File: config.mk
export PLATFORM = sky130hd
export DESIGN_NAME = dual_half_addsub
export DESIGN_NICKNAME = d
export VERILOG_FILES = /design/src/rtl/dual_half_addsub.sv
export SDC_FILE = /design/constraint.sdc
export NUM_CORES = 1
export LEC_CHECK = 0
export ABC_CLOCK_PERIOD_IN_PS = 4000
export CELL_PAD_IN_SITES_DETAIL_PLACEMENT = 1
export CELL_PAD_IN_SITES_GLOBAL_PLACEMENT = 2
export CORE_MARGIN = 3
export CORE_UTILIZATION = 28
export DETAILED_ROUTE_END_ITERATION = 10
export HOLD_SLACK_MARGIN = 0.12
export PLACE_DENSITY_LB_ADDON = 0.12
export SETUP_SLACK_MARGIN = 0.02
export SLEW_MARGIN = 10
export SYNTH_ARGS = -nofsm -noshare
export SYNTH_HDL_FRONTEND = slang
export SYNTH_SLANG_ARGS = --single-unit
File: constraint.sdc
create_clock -name clk -period 4 [get_ports clk]
set_input_delay 0.6 -clock clk [delete_from_list [all_inputs] [get_ports clk]]
set_output_delay 0.6 -clock clk [all_outputs]
set_load 0.02 [all_outputs]
File: src/rtl/dual_half_addsub.sv
module dual_half_addsub #(
  parameter int HALF_W = 16
) (
  input  logic                clk,
  input  logic                rst,
  input  logic                in_valid,
  input  logic [2*HALF_W-1:0] op_a,
  input  logic [2*HALF_W-1:0] op_b,
  input  logic                sat_en,
  input  logic                swap_en,
  output logic                out_valid,
  output logic [2*HALF_W-1:0] result,
  output logic                add_ovf,
  output logic                sub_ovf,
  output logic                zero_flag,
  output logic                neg_flag
);
  localparam int W = 2 * HALF_W;
  localparam logic [HALF_W-1:0] POS_MAX = {1'b0, {(HALF_W-1){1'b1}}};
  localparam logic [HALF_W-1:0] NEG_MIN = {1'b1, {(HALF_W-1){1'b0}}};

  logic [HALF_W:0]   sum_x, dif_x;
  logic              sum_ov, dif_ov;
  logic [HALF_W-1:0] sum_h, dif_h;
  logic [W-1:0]      res_n;

  assign sum_x  = {op_a[W-1], op_a[W-1:HALF_W]} + {op_b[W-1], op_b[W-1:HALF_W]};
  assign dif_x  = {op_a[HALF_W-1], op_a[HALF_W-1:0]} - {op_b[HALF_W-1], op_b[HALF_W-1:0]};
  assign sum_ov = sum_x[HALF_W] ^ sum_x[HALF_W-1];
  assign dif_ov = dif_x[HALF_W] ^ dif_x[HALF_W-1];

  assign sum_h = (sat_en && sum_ov) ? (sum_x[HALF_W] ? NEG_MIN : POS_MAX) : sum_x[HALF_W-1:0];
  assign dif_h = (sat_en && dif_ov) ? (dif_x[HALF_W] ? NEG_MIN : POS_MAX) : dif_x[HALF_W-1:0];
  assign res_n = swap_en ? {dif_h, sum_h} : {sum_h, dif_h};

  always_ff @(posedge clk) begin
    if (rst) begin
      out_valid <= 1'b0;
      result    <= '0;
      add_ovf   <= 1'b0;
      sub_ovf   <= 1'b0;
      zero_flag <= 1'b0;
      neg_flag  <= 1'b0;
    end else begin
      out_valid <= in_valid;
      if (in_valid) begin
        result    <= res_n;
        add_ovf   <= sum_ov;
        sub_ovf   <= dif_ov;
        zero_flag <= (res_n == '0);
        neg_flag  <= res_n[W-1];
      end
    end
  end


  valid_follow_chk: assert property (@(posedge clk) disable iff (rst) in_valid |=> out_valid);

  idle_valid_chk: assert property (@(posedge clk) disable iff (rst) !in_valid |=> !out_valid);

  idle_hold_chk: assert property (@(posedge clk) disable iff (rst)
    !in_valid |=> ($stable(result) && $stable(add_ovf) && $stable(sub_ovf)));

  flag_match_chk: assert property (@(posedge clk) disable iff (rst)
    out_valid |-> (zero_flag == (result == '0)) && (neg_flag == result[W-1]));

  same_operand_chk: assert property (@(posedge clk) disable iff (rst)
    (in_valid && !sat_en && !swap_en && op_a == op_b) |=> (result[HALF_W-1:0] == '0 && !sub_ovf));

  clamp_bound_chk: assert property (@(posedge clk) disable iff (rst)
    (in_valid && sat_en && !swap_en) |=>
      (!add_ovf || result[W-1:HALF_W] == POS_MAX || result[W-1:HALF_W] == NEG_MIN));
endmodule

Yosys cells after proc, flatten, opt, wreduce, memory -nomap -nowiden
Cells that the tools add are included.

Bits in registers: 37. Word-level logic and storage cells: 18. Output and inout bits: 37. Bits of input ports: 69.

Muxes and demuxes: 5. Bitwise gates (word level): 2. $add $sub $neg: 2. Reduce and logical (&&, ||, !) cells: 3.

Operators by type and width (number): 16-bit 2-to-1 mux (4); 32-bit logical NOT (1); 32-bit 2-to-1 mux (1); 16-bit by 16-bit adder with 17-bit output (1); 16-bit by 16-bit subtractor with 17-bit output (1); 1-bit logical AND (2); 1-bit XOR (2).

Longest topological paths before layout
Gate-level depths: netlist (run 1).

Word-level depth: 6. Depth in mapped cells: 15. Gate-level depth less buffers: 14.

Worst setup path before layout (run 1)
OpenSTA, ideal clock, no wires.

Path type: in2reg. From: in op_a[21]. To: reg zero_flag. Path buffers: 1. Setup slack: 820 ps. Arrival: 3110 ps. Data required time: 3931 ps. Library setup time: 69 ps. Stages on the path: 12. Cells stage by stage: ha_1 buf_6 a21o_1 a31o_1 o211a_1 or3_1 a2111oi_2 nand4_1 a2111oi_2 and4b_1 nand4_1 o21ai_1.

Longest elaborated chain between the ends: 6. Elaborated cells on any way between the ends: 7. Classes of those cells: add/sub (1); mux (3); bitwise (1); reduce/logical (2).

RTL lines: start: declaration (RTL line 7) `input logic [2*HALF_W-1:0] op_a,`; 16-bit by 16-bit adder with 17-bit output * (RTL line 27) `assign sum_x = {op_a[W-1], op_a[W-1:HALF_W]} + {op_b[W-1], op_b[W-1:HALF_W]};`; 1-bit XOR (RTL line 29) `assign sum_ov = sum_x[HALF_W] ^ sum_x[HALF_W-1];`; 1-bit logical AND (RTL line 32) `assign sum_h = (sat_en && sum_ov) ? (sum_x[HALF_W] ? NEG_MIN : POS_MAX) : sum_x[HALF_W-1:0];`; 16-bit 2-to-1 mux * (RTL line 32); 32-bit 2-to-1 mux * (RTL line 34) `assign res_n = swap_en ? {dif_h, sum_h} : {sum_h, dif_h};`; 32-bit logical NOT * (RTL line 50) `zero_flag <= (res_n == '0);`; end signal: assignment (RTL line 50); end: declaration (RTL line 15) `output logic zero_flag,`.

Every way passes the cells marked *; elsewhere a longest branch is shown, timed or not. A chain may end at the register's enable or synchronous reset.

Worst setup path in the final report (run 1)
From: in op_a[17]. To: reg zero_flag.

Same word-level chain as after synthesis.

==> results of run 1 <==
==> layer usage <==
| metal | vias up | global-route usage, % |
|---|---|---|
| li1 | 2509 | - |
| met1 | 2458 | 27.0 |
| met2 | 123 | 34.0 |
| met3 | 16 | 2.50 |
| met4 | 0 | 4.16 |
| met5 | - | 0 |
==> power by group <==
group / total [uW] / leakage (uW) / switching (uW) / internal, uW
combinational: 1120 / 0.00217 / 615 / 508
sequential: 420 / 0.000298 / 21.5 / 399
clock: 392 / 0.0000701 / 144 / 248
total: 1940 / 0.00254 / 781 / 1160
==> stage by stage <==
step           setup slack [ns]  TNS (ns)  total power (uW)
2_1_floorplan             0.820         0              1040
3_3_place_gp            -0.0304   -0.0304              1520
3_5_place_dp             -0.145    -0.243              1540
4_1_cts                   0.138         0              1940
5_1_grt                  0.0322         0              2070
6_report                  0.230         0              1940
==> timing repair <==
item                                    CTS  global route
endpoints found under the setup margin    0             2
gates resized for setup                   0             5
setup buffers                             0             3
==> worst max-delay path: cells and delay by family <==
| family | cells | cell delay, ns |
|---|---|---|
| AOI/OAI and AO/OA | 7 | 1.92 |
| and+or+nand+nor | 3 | 0.48 |
| adders and majority gates | 1 | 0.34 |
| buffers and inverters | 2 | 0.62 |
==> layout make-up <==
cell class	instances	area, um^2
Fill cell	1829	8550
Multi-Input combinational cell	474	3300
Timing Repair Buffer	188	1690
Sequential cell	36	721
Tap cell	184	230
Clock buffer	7	143
Inverter	31	116
Clock inverter	1	7.51
==> synth_stat cells (9+ instances only) <==
master     n
nor2_1    66
a21oi_1   52
nand2_1   40
dfxtp_1   36
ha_1      32
inv_1     30
clkbuf_1  23
o21ai_0   22
a211oi_1  20
nor3_1    19
mux2i_1   13
buf_2     11
o211ai_1  11
a21o_1     9
a31oi_1    9
nand3_1    9
xnor2_1    9
xor2_1     9
==> flip-flops by register name (all words and copies together) (netlist names) <==
signal     cells
add_ovf        1
sub_ovf        1
out_valid      1
zero_flag      1
result        32
==> worst paths after layout <==
check / start / end / slack [ns] / depth (start not counted)
hold / removal: result[27]$_SDFFE_PP0P_ / result[27]$_SDFFE_PP0P_ / 0.47 / 2
setup reg to reg: result[25]$_SDFFE_PP0P_ / result[25]$_SDFFE_PP0P_ / 3.27 / 2
setup / recovery: op_a[17] / zero_flag$_SDFFE_PP0P_ / 0.23 / 13
hold reg to reg: result[27]$_SDFFE_PP0P_ / result[27]$_SDFFE_PP0P_ / 0.47 / 2
==> cells by family after synthesis <==
family                   after synthesis  share of synthesized area (%)
AO/OA/AOI/OAI                        214                           36.7
XOR/XNOR                              18                           3.67
adder cells (fa/ha/maj)               34                           10.2
buffers and inverters                 69                           6.96
flip-flops                            36                           16.8
multiplexers                          13                           3.03
AND/OR/NAND/NOR                      195                           22.7
==> run metrics, run 1 <==
M1 wire length 7910 um; hold buffer count at CTS 0; Area Growth Syn to Fin 44.4%; Final #Nets 839; Leakage 0.00254 uW; register area share after synthesis 16.8%; leading register cell type out of synthesis dfxtp_1; Max Fclk 265 MHz; Mapped Cells 579; final max-slew violation count 0; commonest non-fill, non-tap cell in the layout clkdlybuf4s50_1; P per Cell Area 312 nW/um^2; Starting DRT DRC Count 244; CTS clk-pin slew, worst paths 0.05 ns; Mapped Area 4300 um^2; design area 6210 um^2; Synth top area share 16.8%; die height 130 um; Worst Hold Class reg -> reg; Clock Tree Root clkbuf_16; grt total ovfl 0; vias in the first global route 5052; GPL Wtd Cong 0.925; routed wl met2 8200 um; crit-path max cell delay 0.47 ns; Max-Cap Viols 0; data required time of the worst path 4.21 ns; # rows 44; crit path max fanout 5; initial antenna violation count 0; cts bufs inserted 5; crit path kind in -> reg; part of the cycle the worst path needs 94.3%; Post-Place Cell Area 6000 um^2; flops & latches, synth 36; worst-margin pin slew 0.609 ns; Chip Width 130 um; Skew-Pair Late Insertion Delay 0.27 ns; via-per-instance ratio 5.54; max layer used met4; IO buf count 105; Syn Area/Cell 7.42 um^2; Max Buffers Root-to-Sink 2; outcome complete, no violations; Syn Nets 682; most frequent cells in the layout 105 x clkdlybuf4s50_1, 82 x buf_4, 66 x nor2_1; Critical Path End Type flop; GR Util All Layers 19.9%; H-tree levels 2; DRC violations left 0; relative slew slack 59.3%; worst clock skew 0 ns; Hold Fails Final Rpt 0; Total Die Area 16900 um^2; Critical Path, Cell by Cell clkdlybuf4s50_1, ha_1, a211oi_2, nor3_2, o31a_4, a2111oi_2, nor2_1, buf_4, o32ai_2, o221ai_1, a211oi_1, nand4_1, o21ai_1; RSZ-0062 raised after global routing no; DR pass1 iterations 5; total wire length 17200 um; Finished Layout Cells 921; Async S/R FF share, synth 0%; library cells used by synthesis 81; number of synthesized flops with an enable pin 0; Starting Density 29.1%; placed insts 910; ANT nets after route 0; via count 5106; CTS tree yes; Synth Warn # 0; I/O Pins 106; global-route wire length before repair 26900 um; Synth area leader dfxtp_1; Setup crit start kind primary input; worst path arrival time 3.98 ns; VDD IR-drop max 0.135 mV; ant diodes 0; largest cells by area after synthesis dfxtp_1 17%, ha_1 9.3%, a21oi_1 6.1%; layout cells sized above 1 15.6%; fin util 42.1%; WL per Instance 18.7 um; Sinks on Clock Net 36; fin crit period 3.77 ns; met3 wire length 812 um; Final setup violation count 0; CP max-delay cell a2111oi_2; DPL Wire Length 14200 um; pin count of the biggest net entering global routing 41; worst hold slack 0.468 ns; core area 14800 um^2
Power figures use the tool's default switching activity.
==> inputs of run 2 (changes only) <==
SKIP_CTS_REPAIR_TIMING = 1   (was default)
==> results of run 2 <==
No change in the layout: final DEF, timing and power equal those of run 1.
